==> config.mk <==
export PLATFORM = sky130hd
export DESIGN_NAME = dac_seq
export DESIGN_NICKNAME = d
export VERILOG_FILES = /design/src/rtl/dac_seq_pkg.sv /design/src/rtl/dac_fifo.sv /design/src/rtl/dac_rate_tick.sv /design/src/rtl/dac_interp.sv /design/src/rtl/dac_seq.sv
export SDC_FILE = /design/constraint.sdc
export NUM_CORES = 1
export LEC_CHECK = 0
export BUFFER_PORTS_ARGS = -buffer_cell sky130_fd_sc_hd__buf_4
export CORE_UTILIZATION = 58
export DETAILED_ROUTE_END_ITERATION = 10
export PLACE_DENSITY = 0.76
export SYNTH_ARGS = -nofsm -noshare
export SYNTH_HDL_FRONTEND = slang
export SYNTH_SLANG_ARGS = --single-unit
==> constraint.sdc <==
create_clock -name clk -period 22.6 [get_ports clk]
set_clock_uncertainty 0.15 [all_clocks]
set_input_delay 2.26 -clock clk [delete_from_list [all_inputs] [get_ports clk]]
set_output_delay 2.26 -clock clk [all_outputs]
set_load 0.02 [all_outputs]
==> src/rtl/dac_seq_pkg.sv <==
// Shared encodings for the DAC sample sequencer.
// Assumes: mode is a 2-bit control; code 3 is treated as static.
package dac_seq_pkg;
    typedef enum logic [1:0] {
        MODE_STATIC = 2'd0,
        MODE_BURST  = 2'd1,
        MODE_CONT   = 2'd2,
        MODE_SPARE  = 2'd3
    } seq_mode_e;
endpackage

==> src/rtl/dac_fifo.sv <==
// Sample store: synchronous FIFO with show-ahead read data.
// Assumes: pops arrive only as a single strobe; writes when full are dropped.
module dac_fifo #(
    parameter int W     = 12,
    parameter int DEPTH = 8,
    localparam int AW   = (DEPTH > 1) ? $clog2(DEPTH) : 1,
    localparam int LW   = $clog2(DEPTH + 1)
) (
    input  logic          clk,
    input  logic          rst_n,
    input  logic          push,
    input  logic [W-1:0]  push_data,
    input  logic          pop,
    output logic [W-1:0]  head,
    output logic [LW-1:0] level,
    output logic          empty,
    output logic          full
);
    logic [W-1:0]  mem [DEPTH];
    logic [AW-1:0] wptr, rptr;
    logic          do_push, do_pop;

    assign empty   = (level == '0);
    assign full    = (level == LW'(DEPTH));
    assign do_push = push && !full;
    assign do_pop  = pop && !empty;
    assign head    = mem[rptr];

    // Storage write, no reset needed for data.
    always_ff @(posedge clk) begin
        if (do_push) mem[wptr] <= push_data;
    end

    // Pointer and occupancy bookkeeping.
    always_ff @(posedge clk) begin
        if (!rst_n) begin
            wptr  <= '0;
            rptr  <= '0;
            level <= '0;
        end else begin
            if (do_push) wptr <= (wptr == AW'(DEPTH - 1)) ? '0 : wptr + 1'b1;
            if (do_pop)  rptr <= (rptr == AW'(DEPTH - 1)) ? '0 : rptr + 1'b1;
            if (do_push && !do_pop)      level <= level + 1'b1;
            else if (do_pop && !do_push) level <= level - 1'b1;
        end
    end
endmodule

==> src/rtl/dac_rate_tick.sv <==
// Step pacing: one tick every div+1 enabled clocks.
// Assumes: clear restarts the count; disabled cycles hold the count at zero.
module dac_rate_tick #(
    parameter int DW = 16
) (
    input  logic          clk,
    input  logic          rst_n,
    input  logic          clear,
    input  logic          enable,
    input  logic [DW-1:0] div,
    output logic          tick
);
    logic [DW-1:0] cnt;

    assign tick = enable && !clear && (cnt >= div);

    // Divider count.
    always_ff @(posedge clk) begin
        if (!rst_n)                 cnt <= '0;
        else if (clear || !enable)  cnt <= '0;
        else if (tick)              cnt <= '0;
        else                        cnt <= cnt + 1'b1;
    end
endmodule

==> src/rtl/dac_interp.sv <==
// Linear step generator: base + floor((target-base)*k / 2^shift).
// Assumes: k <= 2^shift <= 8, so the result lies between base and target.
module dac_interp #(
    parameter int W = 12
) (
    input  logic [W-1:0] base,
    input  logic [W-1:0] target,
    input  logic [3:0]   k,
    input  logic [1:0]   shift,
    output logic [W-1:0] value
);
    localparam int DW = W + 1;
    localparam int PW = DW + 4;

    logic signed [DW-1:0] diff;
    logic signed [PW-1:0] dext, acc, scaled, total;
    logic signed [PW-1:0] term [4];

    assign diff = $signed({1'b0, target}) - $signed({1'b0, base});
    assign dext = {{(PW - DW){diff[DW-1]}}, diff};

    // Partial products for k, built from shifts.
    for (genvar b = 0; b < 4; b++) begin : g_term
        assign term[b] = k[b] ? (dext <<< b) : '0;
    end

    // Sum, divide by the ratio with an arithmetic shift, add the base.
    always_comb begin
        acc    = term[0] + term[1] + term[2] + term[3];
        scaled = acc >>> shift;
        total  = $signed({{(PW - W){1'b0}}, base}) + scaled;
        value  = total[W-1:0];
    end
endmodule

==> src/rtl/dac_seq.sv <==
// DAC sample sequencer top: static, burst and continuous playback with
// optional 2/4/8:1 linear interpolation. Assumes burst_len >= 1 in burst
// mode and that mode is changed while run is low.
module dac_seq
    import dac_seq_pkg::*;
#(
    parameter int W     = 12,
    parameter int DEPTH = 8,
    parameter int CW    = 16,
    parameter int DW    = 16,
    localparam int LW   = $clog2(DEPTH + 1)
) (
    input  logic          clk,
    input  logic          rst_n,
    input  logic          wr_en,
    input  logic [W-1:0]  wr_data,
    input  logic [1:0]    mode,
    input  logic [W-1:0]  static_code,
    input  logic          run,
    input  logic [CW-1:0] burst_len,
    input  logic [DW-1:0] rate_div,
    input  logic [1:0]    interp_sel,
    output logic [W-1:0]  dac_code,
    output logic          dac_update,
    output logic [LW-1:0] fifo_level,
    output logic          fifo_empty,
    output logic          fifo_full,
    output logic          underrun,
    output logic          done
);
    seq_mode_e     mode_e;
    logic          play_mode, run_q, run_start, active, tick;
    logic          due, pop, step_go, final_step;
    logic [W-1:0]  fifo_head, code_q, base_q, next_q, base_sel, target_sel, step_val;
    logic [2:0]    phase, last_phase;
    logic [3:0]    k;
    logic [CW-1:0] samp_cnt, cnt_eff;

    assign mode_e    = seq_mode_e'(mode);
    assign play_mode = (mode_e == MODE_BURST) || (mode_e == MODE_CONT);
    assign run_start = run && !run_q;
    assign active    = run && play_mode && !done;

    // Ratio selection: last phase index of a sample's step group.
    always_comb begin
        case (interp_sel)
            2'd1:    last_phase = 3'd1;
            2'd2:    last_phase = 3'd3;
            2'd3:    last_phase = 3'd7;
            default: last_phase = 3'd0;
        endcase
    end

    assign due        = tick && (phase == 3'd0);
    assign pop        = due && !fifo_empty;
    assign step_go    = pop || (tick && (phase != 3'd0));
    assign final_step = step_go && (phase >= last_phase);
    assign k          = {1'b0, phase} + 4'd1;
    assign base_sel   = (phase == 3'd0) ? code_q : base_q;
    assign target_sel = (phase == 3'd0) ? fifo_head : next_q;
    assign cnt_eff    = pop ? samp_cnt + 1'b1 : samp_cnt;

    dac_fifo #(.W(W), .DEPTH(DEPTH)) fifo_i (
        .clk(clk), .rst_n(rst_n), .push(wr_en), .push_data(wr_data),
        .pop(pop), .head(fifo_head), .level(fifo_level),
        .empty(fifo_empty), .full(fifo_full)
    );

    dac_rate_tick #(.DW(DW)) tick_i (
        .clk(clk), .rst_n(rst_n), .clear(run_start), .enable(active),
        .div(rate_div), .tick(tick)
    );

    dac_interp #(.W(W)) interp_i (
        .base(base_sel), .target(target_sel), .k(k), .shift(interp_sel),
        .value(step_val)
    );

    // Output code, step phase, burst count and sticky flags.
    always_ff @(posedge clk) begin
        if (!rst_n) begin
            run_q      <= 1'b0;
            code_q     <= '0;
            base_q     <= '0;
            next_q     <= '0;
            phase      <= '0;
            samp_cnt   <= '0;
            dac_update <= 1'b0;
            underrun   <= 1'b0;
            done       <= 1'b0;
        end else begin
            run_q      <= run;
            dac_update <= 1'b0;
            if (!play_mode) begin
                code_q     <= static_code;
                dac_update <= (static_code != code_q);
                phase      <= '0;
            end else if (run_start) begin
                phase    <= '0;
                samp_cnt <= '0;
                done     <= 1'b0;
                underrun <= 1'b0;
            end else begin
                if (due && fifo_empty) underrun <= 1'b1;
                if (step_go) begin
                    code_q     <= step_val;
                    dac_update <= 1'b1;
                    base_q     <= base_sel;
                    next_q     <= target_sel;
                    phase      <= final_step ? 3'd0 : phase + 3'd1;
                    if (pop) samp_cnt <= cnt_eff;
                    if (final_step && (mode_e == MODE_BURST) && (cnt_eff >= burst_len))
                        done <= 1'b1;
                end
            end
        end
    end

    assign dac_code = code_q;
endmodule

# After elaboration in Yosys (flattened, before gate mapping)
# Memory sizes are Yosys's and may differ from the RTL's. A register that Yosys moved wholly into a read port is not among the register bits.
# Cells that the tools add are included.
dict set report classes {
  add_sub_neg 13
  order_cmp 3
  n_eq_ne 11
  n_shift 1
  n_mux 31
  bitwise_logic 3
  n_reduce_logical 42
}
# operator count
set ops {}
lappend ops {{2-to-1 mux 17 bit} 4}
lappend ops {{2-to-1 mux 16 bit} 4}
lappend ops {{2-to-1 mux 12 bit} 5}
lappend ops {{adder 17 bit} 3}
lappend ops {{adder 16 x 1 -> 16 bit, second input constant} 2}
lappend ops {{greater-or-equal comparator 16 bit} 2}
lappend ops {{>>> shifter 17 x 2 -> 12 bit} 1}
lappend ops {{logical AND 1 bit} 16}
lappend ops {{2-to-1 mux 3 bit} 5}
lappend ops {{subtractor 12 x 12 -> 13 bit} 1}
lappend ops {{adder 12 bit} 1}
lappend ops {{!= test 12 bit} 1}
lappend ops {{2-to-1 mux 1 bit} 10}
lappend ops {{nonzero test 2 bit} 5}
lappend ops {{adder 3 x 1 -> 3 bit, second input constant} 3}
lappend ops {{one-hot mux 3 bit (3 select lines)} 1}
lappend ops {{AND reduction 3 bit} 3}
lappend ops {{zero test 1 bit} 8}
lappend ops {{2-to-1 mux 4 bit} 2}
lappend ops {{== test 2 bit, second input constant} 3}
lappend ops {{== test 3 bit, second input constant} 2}
lappend ops {{OR reduction 3 bit} 2}
lappend ops {{adder 3 x 1 -> 4 bit, second input constant} 1}
lappend ops {{adder 4 x 1 -> 4 bit, second input constant} 1}
lappend ops {{other kinds (12)} 18}
dict set report word_totals {
  regBits 85
  ram_bits 96
  in_bits 64
  n_memories 1
}
# name depth word_bits read_ports rd_clocked_by_memory_dff write_ports line_no
set mem_list {}
lappend mem_list {fifo_i.mem 8 12 1 1 1 dac_fifo.sv:19} ;# logic [W-1:0] mem [DEPTH];

# Longest topological paths before layout
# Gate-level depths: netlist (run 1).
dict set report depth {
  depth_word 15
  ltp_mapped 38
  depth_no_buf 34
}

# Hierarchy
# From an unflattened synthesis (run 1), not the netlist that was laid out.
dict set report hier_totals {
  cells_unflattened 1125
  hier_area_um2 11990.2
}
# module n_inst cells_per_inst area_each_um2 seq_area_each_um2
set by_module_without_submodules {}
lappend by_module_without_submodules {dac_fifo 1 215 4409.2 3143.0}
lappend by_module_without_submodules {dac_seq 1 401 3623.5 1181.1}
lappend by_module_without_submodules {dac_interp 1 377 2826.5 0.0}
lappend by_module_without_submodules {dac_rate_tick 1 132 1131.1 320.3}

# Worst setup path before layout (run 1)
# OpenSTA, ideal clock, no wires.
dict set report synth_timing {
  kind {register -> register}
  start {reg phase[0]}
  end {reg code_q[11] (netlist: dac_code[11])}
  setup_ps 83
  t_arrival_ps 7347
  required_time_ps 22367
  slack_ps 15020
  stages_incl_launch_ff 38
  synth_period_minus_slack_ps 7580
  path_cell_list {dfxtp_1 -> buf_2 -> inv_1 -> clkbuf_1 -> ha_1 -> nand2b_1 -> buf_2 -> buf_2 -> mux2i_1 -> inv_1 -> fa_1 -> nor2b_4 -> o31a_1 -> o21ai_0 -> nand2b_1 -> xnor2_1 -> nor2_1 -> fa_1 -> [... 2 more ...] -> inv_1 -> ha_1 -> nand3_1 -> o2111ai_1 -> a21o_1 -> a21oi_1 -> xnor2_1 -> a21oi_1 -> mux2i_1 -> ha_1 -> a21o_1 -> a21oi_1 -> o21ai_2 -> a21o_1 -> a21oi_2 -> xnor2_1 -> or4_1 -> o221ai_1}
}
dict set report synth_between {
  elab_chain_cells 12
  elab_cells_between_ends 24
  classes_between {6 x add/sub; 1 x eq/ne; 1 x shift; 9 x mux; 7 x reduce/logical}
}
# item line_no
set synth_lines {}
lappend synth_lines {{start: declaration} dac_seq.sv:35} ;# logic [2:0] phase, last_phase;
lappend synth_lines {{start signal: assignment} dac_seq.sv:110} ;# phase <= final_step ? 3'd0 : phase + 3'd1;
lappend synth_lines {{zero test 3 bit (*)} dac_seq.sv:59} ;# assign base_sel = (phase == 3'd0) ? code_q : base_q;
lappend synth_lines {{2-to-1 mux 12 bit (*)} dac_seq.sv:59}
lappend synth_lines {{net base_sel[1]} dac_seq.sv:34} ;# logic [W-1:0] fifo_head, code_q, base_q, next_q, base_sel, target_sel, step_val;
lappend synth_lines {{subtractor 12 x 12 -> 13 bit} dac_interp.sv:19} ;# assign diff = $signed({1'b0, target}) - $signed({1'b0, base});
lappend synth_lines {{2-to-1 mux 17 bit} dac_interp.sv:24} ;# assign term[b] = k[b] ? (dext <<< b) : '0;
lappend synth_lines {{adder 17 bit (3 in a row)} dac_interp.sv:29} ;# acc = term[0] + term[1] + term[2] + term[3];
lappend synth_lines {{>>> shifter 17 x 2 -> 12 bit} dac_interp.sv:30} ;# scaled = acc >>> shift;
lappend synth_lines {{adder 12 bit (*)} dac_interp.sv:31} ;# total = $signed({{(PW - W){1'b0}}, base}) + scaled;
lappend synth_lines {{2-to-1 mux 12 bit (*)} dac_seq.sv:105} ;# if (step_go) begin
lappend synth_lines {{2-to-1 mux 12 bit (*)} dac_seq.sv:98} ;# end else if (run_start) begin
lappend synth_lines {{2-to-1 mux 12 bit (*)} dac_seq.sv:94} ;# if (!play_mode) begin
lappend synth_lines {{end signal: assignment} dac_seq.sv:95} ;# code_q <= static_code;
lappend synth_lines {{end signal: assignment} dac_seq.sv:106} ;# code_q <= step_val;
lappend synth_lines {{end: declaration} dac_seq.sv:34}
# The timed path passes the listed nets; every way through them passes the cells marked *. The select of a mux whose other input is x is not followed.
# A chain may end at the register's enable or synchronous reset.

# Worst setup path in the final report (run 1)
# Same ends and word-level chain as after synthesis.

==> impl_metrics.yaml, run 1 <==
synth:
  ys.flop_type: "edfxtp_1"
  synth.net_count: 1346
  synth_common_cells: "nand2_1, inv_1, nor2_1"
  ys_warn_count: 0
  synth.most_common_cell: "nand2_1"
  async_reset_ff_share_pct: 0
  ys_seq_area_share_pct: 39.9
  synth.area.top_cells: "edfxtp_1, dfxtp_1, ha_1"
  post_synth.cell_area_avg_um2: 9.93
  ys_types: 72
  synth_enable_flop_cells: 96
  yosysTopAreaCell: "edfxtp_1"
  synthCells: 1171
  netlist_area_um2: 11600
  synth_top_area_share_pct: 24.8
  ys_ff_latch: 184
place:
  gp_congestion: 0.860
  portBuffers: 84
  dpl.hpwl_um: 18200
  pre_cts_ws_ns: 14.40
power_and_ir_drop:
  p_sw_share_pct: 32.4
  power.density_nw_per_um2: 68.9
  max-vdd-ir-drop_v: 0.0000652
  p_total_uw: 901
  p_leak_uw: 0.00537
  p_seq_share_pct: 41.1
  p_int_uw: 609
  combinationalPowerShare_pct: 24.7
  p_clk_share_pct: 34.2
  switching_power_uw: 292
global_route:
  overflow: 0
  grt_start_max_net_pins: 49
  grt_usage_pct: 25.8
  grt_pass1_vias: 8424
  antenna_found_initial: 0
  grt_pass1_wl_um: 41300
detailed_routing:
  vias: 8613
  drt_iter0_markers: 513
  routed_wl_um: 25000
  vias_per_cell: 5.68
  ant_nets: 0
  drt_first_pass_iters: 6
  drc: 0
  wl_per_cell_um: 16.5
clock_tree:
  root_buffer: "clkbuf_16"
  htree_levels: 4
  clock_latency_ns: 0.45
  numCtsBuffers: 17
  cts.path.max_buffers: 2
  cts.sinks: 184
  post_cts_buffers: 0
  cts_tree: "built"
  cts-hold-fix-buffers: 0
  postCtsResizedCells: 0
  clk_pin_slew_ns: 0.08
critical_path:
  arrival_ns: 8.50
  required_ns: 22.82
  cp_slowest_cell: "dfxtp_1"
  worst_path_most_repeated_cell: "inv_1"
  path_class: "register to register"
  r2r_slack_ns: 14.31
  cpPeakStageDelay_ns: 0.52
  cp_max_fo: 38
  start_kind: "register"
  endpoint_kind: "register"
floorplan:
  core_um2: 19500
  ios: 85
  start_util_pct: 59.6
  die_area_um2: 20600
  die_h_um: 144
  rows: 51
  die_w_um: 144
layout:
  finish.utilization_pct: 67.0
  seq_area_um2: 4640
  multi_input_area_um2: 6340
  num-fill-cells: 1569
  antenna_cells: 0
  finalNetCount: 1414
  drive_gt1_share_pct: 14.5
  area_delta_synth_final_pct: 12.5
job:
  cap_viol_max_count: 0
sta:
  rsz0062_at_grt: "no"
  setup_slack_ns: 14.31
  fmax_mhz: 121
  fin_tns_setup_ns: 0
  setup_violations: 0
  timing_worst_slew_pin_value_ns: 1.18
  hold_ws_ns: 0.308
  hold_violations: 0
  min_period_ns: 8.29
  slew_headroom_pct: 20.8
  finalCritPeriodShare_pct: 36.7
  slew_viol_final: 0
min_path:
  hp-class: "register to register"
run_status:
  status: "finished, final reports clean"
-- registers in the layout, indices dropped and copies added (netlist names), named ones only --
register / cells
run_q: 1
underrun: 1
fifo_i.mem: 96
dac_update: 1
tick_i.cnt: 16
fifo_i.wptr: 3
done: 1
phase: 3
samp_cnt: 16
base_q: 12
dac_code: 12
fifo_i.rptr: 3
next_q: 12
fifo_i.level: 4
-- cells in the final DEF (no fill, tap or decap), types with 4 or more instances in the layout --
| cell | instances |
|---|---|
| nor3_2 | 4 |
| fa_1 | 27 |
| a21o_1 | 22 |
| a22oi_1 | 9 |
| o22ai_1 | 6 |
| xnor2_1 | 48 |
| and3_1 | 11 |
| inv_6 | 4 |
| mux2i_1 | 37 |
| and2_1 | 9 |
| clkbuf_16 | 17 |
| nor2b_1 | 8 |
| a211oi_1 | 21 |
| nand2b_1 | 25 |
| ha_1 | 84 |
| nand2_1 | 117 |
| clkinv_8 | 6 |
| edfxtp_1 | 96 |
| buf_4 | 97 |
| nor3_1 | 17 |
| nand3_1 | 41 |
| nand4_1 | 7 |
| dfxtp_1 | 88 |
| inv_1 | 104 |
| a31oi_1 | 6 |
| a21oi_1 | 77 |
| o21ai_1 | 4 |
| or4_1 | 4 |
| o21ai_0 | 32 |
| nor2_1 | 101 |
| mux4_2 | 24 |
| o21a_1 | 7 |
| or3_1 | 4 |
| xor2_1 | 23 |
-- power by group through the flow --
stage	logic [µW]	registers, µW	clock network (µW)
6_report	223	370	308
5_1_grt	247	371	326
4_1_cts	222	370	311
3_5_place_dp	220	377	0
3_3_place_gp	216	377	0
2_1_floorplan	154	380	0
-- worst max-delay path: cells and delay by family (launching register included) --
| kind | cells | cell delay, ns |
|---|---|---|
| adder cells (fa/ha/maj) | 6 | 2.44 |
| AO/OA/AOI/OAI | 12 | 2.01 |
| AND/OR/NAND/NOR | 6 | 0.97 |
| buffers and inverters | 5 | 0.92 |
| multiplexers | 2 | 0.65 |
| flip-flops | 1 | 0.52 |
| XOR/XNOR | 3 | 0.51 |
-- final cells by class --
cell class | count | area share, %
sequential | 184 | 35.5
clock buffer | 17 | 3.25
multi-input combinational | 831 | 48.4
clock inverter | 15 | 1.59
timing repair buffer | 97 | 5.57
inverter | 108 | 3.14
tap | 265 | 2.53
-- stage by stage --
stage	instance area (µm²)	std cells
floorplan	11600	1171
global placement	12500	1485
detailed placement	12500	1485
CTS	13100	1517
global route	13100	1517
finish	13100	1517
-- final timing paths --
check	from	endpoint	cells after the start
worst max-delay path	phase[0]	dac_code[11]	34
worst min-delay path	next_q[11]	next_q[11]	2
worst max register to register	phase[0]	dac_code[11]	34
worst min register to register	next_q[11]	next_q[11]	2
-- kinds of logic after synthesis --
family / count (synthesis) / synth area share, %
fa+ha+maj: 111 / 13.7
mux: 64 / 8.12
flops: 184 / 39.9
compound gates: 219 / 12.3
simple gates: 365 / 14.7
xor+xnor: 72 / 5.49
buf+inv: 156 / 5.75
-- per-layer routing --
layer	wire (µm)	vias up	GRT usage, %
li1	-	4247	-
met3	1200	34	4.67
met4	520	0	7.61
met1	11000	4121	33.1
met5	0	-	0
met2	12300	211	44.5
No activity file was read; power rests on OpenSTA's default activity.
==> run 2: changes to the inputs <==
==> constraint.sdc (replaced) <==
create_clock -name clk -period 8.1 [get_ports clk]
set_clock_uncertainty 0.15 [all_clocks]
set_input_delay 0.81 -clock clk [delete_from_list [all_inputs] [get_ports clk]]
set_output_delay 0.81 -clock clk [all_outputs]
set_load 0.02 [all_outputs]
==> impl_metrics.yaml, run 2 (same netlist as run 1, synthesis figures left out) <==
min_path:
  holdPathStages: 2
  holdCritStartpoint: "next_q[9]"
  min_to: "next_q[9]"
  hp-class: "register to register"
layout:
  area_delta_synth_final_pct: 13.2
  top_register: "fifo_i.mem"
  largest_registers: "fifo_i.mem (96), samp_cnt (16), tick_i.cnt (16)"
  final_common_cell: "nand2_1"
  drive_gt1_share_pct: 15.7
  num-fill-cells: 1525
  final_cell_mix: "nand2_1, buf_4, inv_1"
  finalNetCount: 1425
  antenna_cells: 0
  fin_cells: 1528
  largest_reg_flops: 96
global_route:
  grt_usage_pct: 25.5
  antenna_found_initial: 0
  grt_pass1_vias: 8280
  grt_pass1_wl_um: 40300
  overflow: 0
  grt_start_max_net_pins: 49
sta:
  hold_ws_ns: 0.308
  hold_violations: 0
  finalCritPeriodShare_pct: 92.7
  setup_slack_ns: 0.593
  setup_violations: 0
  slew_viol_final: 0
  slew_headroom_pct: 15.8
  timing_worst_slew_pin_value_ns: 1.26
  min_period_ns: 7.51
  fmax_mhz: 133
clock_tree:
  cts.path.max_buffers: 2
  clock_latency_ns: 0.45
  cts-hold-fix-buffers: 0
  clk_pin_slew_ns: 0.08
  cts_tree: "built"
  cts.sinks: 184
  root_buffer: "clkbuf_16"
  numCtsBuffers: 17
  htree_levels: 4
detailed_routing:
  wl_per_cell_um: 16.1
  drt_first_pass_iters: 4
  routed_wl_um: 24500
  ant_nets: 0
  drt_iter0_markers: 460
  vias_per_cell: 5.59
  drc: 0
  vias: 8544
floorplan:
  core_um2: 19500
  start_util_pct: 59.6
  die_w_um: 144
  ios: 85
  rows: 51
  die_area_um2: 20600
  die_h_um: 144
critical_path:
  worst-path-buf-inv: 3
  required_ns: 8.30
  crit_family: "compound AO/OA/AOI/OAI gates"
  arrival_ns: 7.71
  path_class: "register to register"
  cp_slowest_cell: "fa_1"
  r2r_end: "dac_code[11]"
  r2r_slack_ns: 0.59
  worstRegToRegCells: 32
  cpPeakStageDelay_ns: 0.53
  cp_max_fo: 7
  endpoint_kind: "register"
  start_kind: "register"
job:
  cap_viol_max_count: 0
place:
  pre_cts_ws_ns: 0.453
  placed_cells: 1494
  gp_congestion: 0.892
  portBuffers: 84
  dpl.hpwl_um: 17900
power_and_ir_drop:
  power.density_nw_per_um2: 189
  p_leak_uw: 0.00543
  max-vdd-ir-drop_v: 0.000290
run_status:
  status: "finished, final reports clean"
## run 2: changes by cell type in the layout (fill, tap and decap cells not counted), sizes merged
cell	change
clkinv	-3
clkbuf	+2
buf	+11
bufinv	+1
## run 2: what timing repair did
item                                   4_1_cts  5_1_grt
setup endpoints to repair                    0        1
setup buffers                                0        2
gates resized for setup                      0        8
endpoints found under the hold margin        0        0
## run 2: worst max path at each step
stage / end / slack [ns] / cells past startpoint
floorplan: dac_code[11] / 0.52 / 37
global placement: dac_code[11] / 0.65 / 32
detailed placement: dac_code[11] / 0.45 / 32
CTS: dac_code[11] / 0.35 / 32
global route: dac_code[11] / -0.004 / 32
finish: dac_code[11] / 0.59 / 32
## run 2: area by class of cell
type	count	area, µm²	area share (%)
repair buffers	108	827	6.28
flip-flops and latches	184	4650	35.3
inverters	108	410	3.12
multi-input cells	831	6360	48.3
clock buffers	19	443	3.36
well taps	265	332	2.52
clock inverters	13	150	1.14
## run 2: through the flow
| step | setup TNS, ns | total power (µW) | area (µm²) | utilization, % |
|---|---|---|---|---|
| after floorplan | 0 | 1490 | 11600 | - |
| after global placement | 0 | 1640 | 12500 | 64.2 |
| after detailed placement | 0 | 1660 | 12500 | 64.2 |
| after CTS | 0 | 2490 | 13100 | 67.2 |
| after global routing | -0.00356 | 2610 | 13200 | 67.4 |
| final | 0 | 2490 | 13200 | 67.4 |
## run 2: power breakdown
group | leakage, µW | internal [µW] | switching (µW)
Sequential | 0.00158 | 1010 | 21.5
Combinational | 0.00355 | 263 | 353
Clock | 0.000294 | 448 | 395
Total | 0.00543 | 1720 | 769
## run 2: worst reg2reg max path, delay by kind of cell, from the launching register on
family / cells / cell delay (ns)
AO/OA/AOI/OAI: 12 / 2.04
XOR/XNOR: 3 / 0.54
adder cells (fa/ha/maj): 5 / 2.03
buffers and inverters: 3 / 0.26
flip-flops: 1 / 0.39
multiplexers: 3 / 0.89
AND/OR/NAND/NOR: 6 / 1.14
## run 2: per-layer routing
layer / share of wire [%] / global-route usage (%) / vias up
li1: - / - / 4274
met1: 44 / 31.6 / 4048
met2: 50 / 45.1 / 189
met3: 3.9 / 4.17 / 33
met4: 1.8 / 8.57 / 0
met5: 0 / 0 / -
==> run 3: changes to the inputs <==
--- a/config.mk
+++ b/config.mk
@@ -5,8 +5,10 @@
 export SDC_FILE = /design/constraint.sdc
 export NUM_CORES = 1
 export LEC_CHECK = 0
-export BUFFER_PORTS_ARGS = -buffer_cell sky130_fd_sc_hd__buf_4
+export BUFFER_PORTS_ARGS = -buffer_cell sky130_fd_sc_hd__buf_2
 export CORE_UTILIZATION = 58
+export CTS_CLUSTER_DIAMETER = 30
+export CTS_CLUSTER_SIZE = 16
 export DETAILED_ROUTE_END_ITERATION = 10
 export PLACE_DENSITY = 0.76
 export SYNTH_ARGS = -nofsm -noshare
==> impl_metrics.yaml, run 3 (same netlist as run 1, synthesis figures left out) <==
run_status:
  status: "finished, final reports clean"
critical_path:
  crit_family: "compound AO/OA/AOI/OAI gates"
  start_kind: "register"
  r2r_slack_ns: 0.52
  cp_slowest_cell: "fa_1"
  worst-path-buf-inv: 3
  endpoint_kind: "register"
  arrival_ns: 7.79
  worstRegToRegCells: 32
  cp_num_cells: 32
  cp-endpoint: "dac_code[11]"
  required_ns: 8.31
  cpPeakStageDelay_ns: 0.52
  path_class: "register to register"
  cp_max_fo: 7
  r2r_end: "dac_code[11]"
clock_tree:
  clk_pin_slew_ns: 0.07
  clock_latency_ns: 0.45
  cts-hold-fix-buffers: 0
  postCtsResizedCells: 0
  cts.sinks: 184
  cts.path.max_buffers: 2
  post_cts_buffers: 0
  cts_tree: "built"
  htree_levels: 4
  numCtsBuffers: 17
  root_buffer: "clkbuf_16"
global_route:
  overflow: 0
  grt_start_max_net_pins: 49
  grt_pass1_wl_um: 39100
  grt_pass1_vias: 8108
  antenna_found_initial: 0
  grt_usage_pct: 24.6
power_and_ir_drop:
  power.density_nw_per_um2: 192
  max-vdd-ir-drop_v: 0.000192
  p_leak_uw: 0.00536
  p_total_uw: 2480
place:
  dpl.hpwl_um: 17800
  pre_cts_ws_ns: 0.390
  gp_congestion: 0.882
  portBuffers: 84
sta:
  slew_viol_final: 0
  hold_ws_ns: 0.307
  finalCritPeriodShare_pct: 93.6
  hold_violations: 0
  setup_violations: 0
  min_period_ns: 7.58
  timing_worst_slew_pin_value_ns: 1.17
  slew_headroom_pct: 21.5
  setup_slack_ns: 0.522
  fmax_mhz: 132
floorplan:
  start_util_pct: 59.6
  ios: 85
  core_um2: 19500
  die_h_um: 144
  die_w_um: 144
  rows: 51
  die_area_um2: 20600
detailed_routing:
  drt_iter0_markers: 399
  wl_per_cell_um: 15.8
  drc: 0
  drt_first_pass_iters: 5
  vias: 8597
  vias_per_cell: 5.64
  ant_nets: 0
  routed_wl_um: 24000
layout:
  top_register: "fifo_i.mem"
  drive_gt1_share_pct: 15.4
  final_common_cell: "nand2_1"
  largest_registers: "fifo_i.mem (96), samp_cnt (16), tick_i.cnt (16)"
  largest_reg_flops: 96
  finalNetCount: 1420
  antenna_cells: 0
  area_delta_synth_final_pct: 11.3
  final_cell_mix: "nand2_1, inv_1, nor2_1"
  finish.utilization_pct: 66.3
job:
  cap_viol_max_count: 0
min_path:
  holdPathStages: 2
  hp-class: "register to register"
## run 3: cell count changes in the layout (fill, tap and decap cells not counted), moves of 2 or more
| cell | before | now |
|---|---|---|
| clkinv_4 | 3 | 1 |
| clkinv_8 | 1 | 5 |
| buf_4 | 106 | 18 |
| inv_12 | 0 | 3 |
| buf_2 | 0 | 84 |
## run 3: per-stage QoR
stage               area [µm²]  TNS (ns)  cells
floorplan                11600         0   1171
global placement         12300         0   1491
detailed placement       12300         0   1491
CTS                      12900         0   1523
global route             12900   -0.0218   1523
finish                   12900         0   1523
## run 3: final cells by class
type | count | area [µm²]
fillers | 1567 | 6580
multi-input cells | 831 | 6370
flip-flops and latches | 184 | 4650
repair buffers | 103 | 567
clock buffers | 17 | 425
inverters | 108 | 410
well taps | 265 | 332
clock inverters | 15 | 199
## run 3: report_power, final
part / leakage (µW) / internal, µW / total, µW / switching (µW)
Combinational: 0.00348 / 245 / 595 / 350
Clock: 0.000302 / 427 / 853 / 426
Sequential: 0.00158 / 1010 / 1030 / 21.7
## run 3: how the worst min path moves through the flow
| stage | from | end | slack [ns] |
|---|---|---|---|
| 2_1_floorplan | next_q[10] | next_q[10] | 0.29 |
| 3_3_place_gp | next_q[7] | next_q[7] | 0.29 |
| 3_5_place_dp | next_q[8] | next_q[8] | 0.30 |
| 4_1_cts | next_q[8] | next_q[8] | 0.31 |
| 5_1_grt | next_q[1] | next_q[1] | 0.34 |
| 6_report | next_q[8] | next_q[8] | 0.31 |
## run 3: tightest hold or removal path: cells and delay by family (launching register included)
family / cells / cell delay [ns]
flops: 1 / 0.31
simple gates: 1 / 0.05
compound gates: 1 / 0.05
## run 3: per-layer routing
| metal | GRT usage [%] | part of all wire [%] | vias to the layer above |
|---|---|---|---|
| met1 | 30.9 | 44 | 4109 |
| met3 | 2.67 | 3.9 | 41 |
| met5 | 0 | 0 | - |
| met4 | 9.74 | 2.1 | 0 |
| met2 | 43.4 | 50 | 182 |
| li1 | - | - | 4265 |
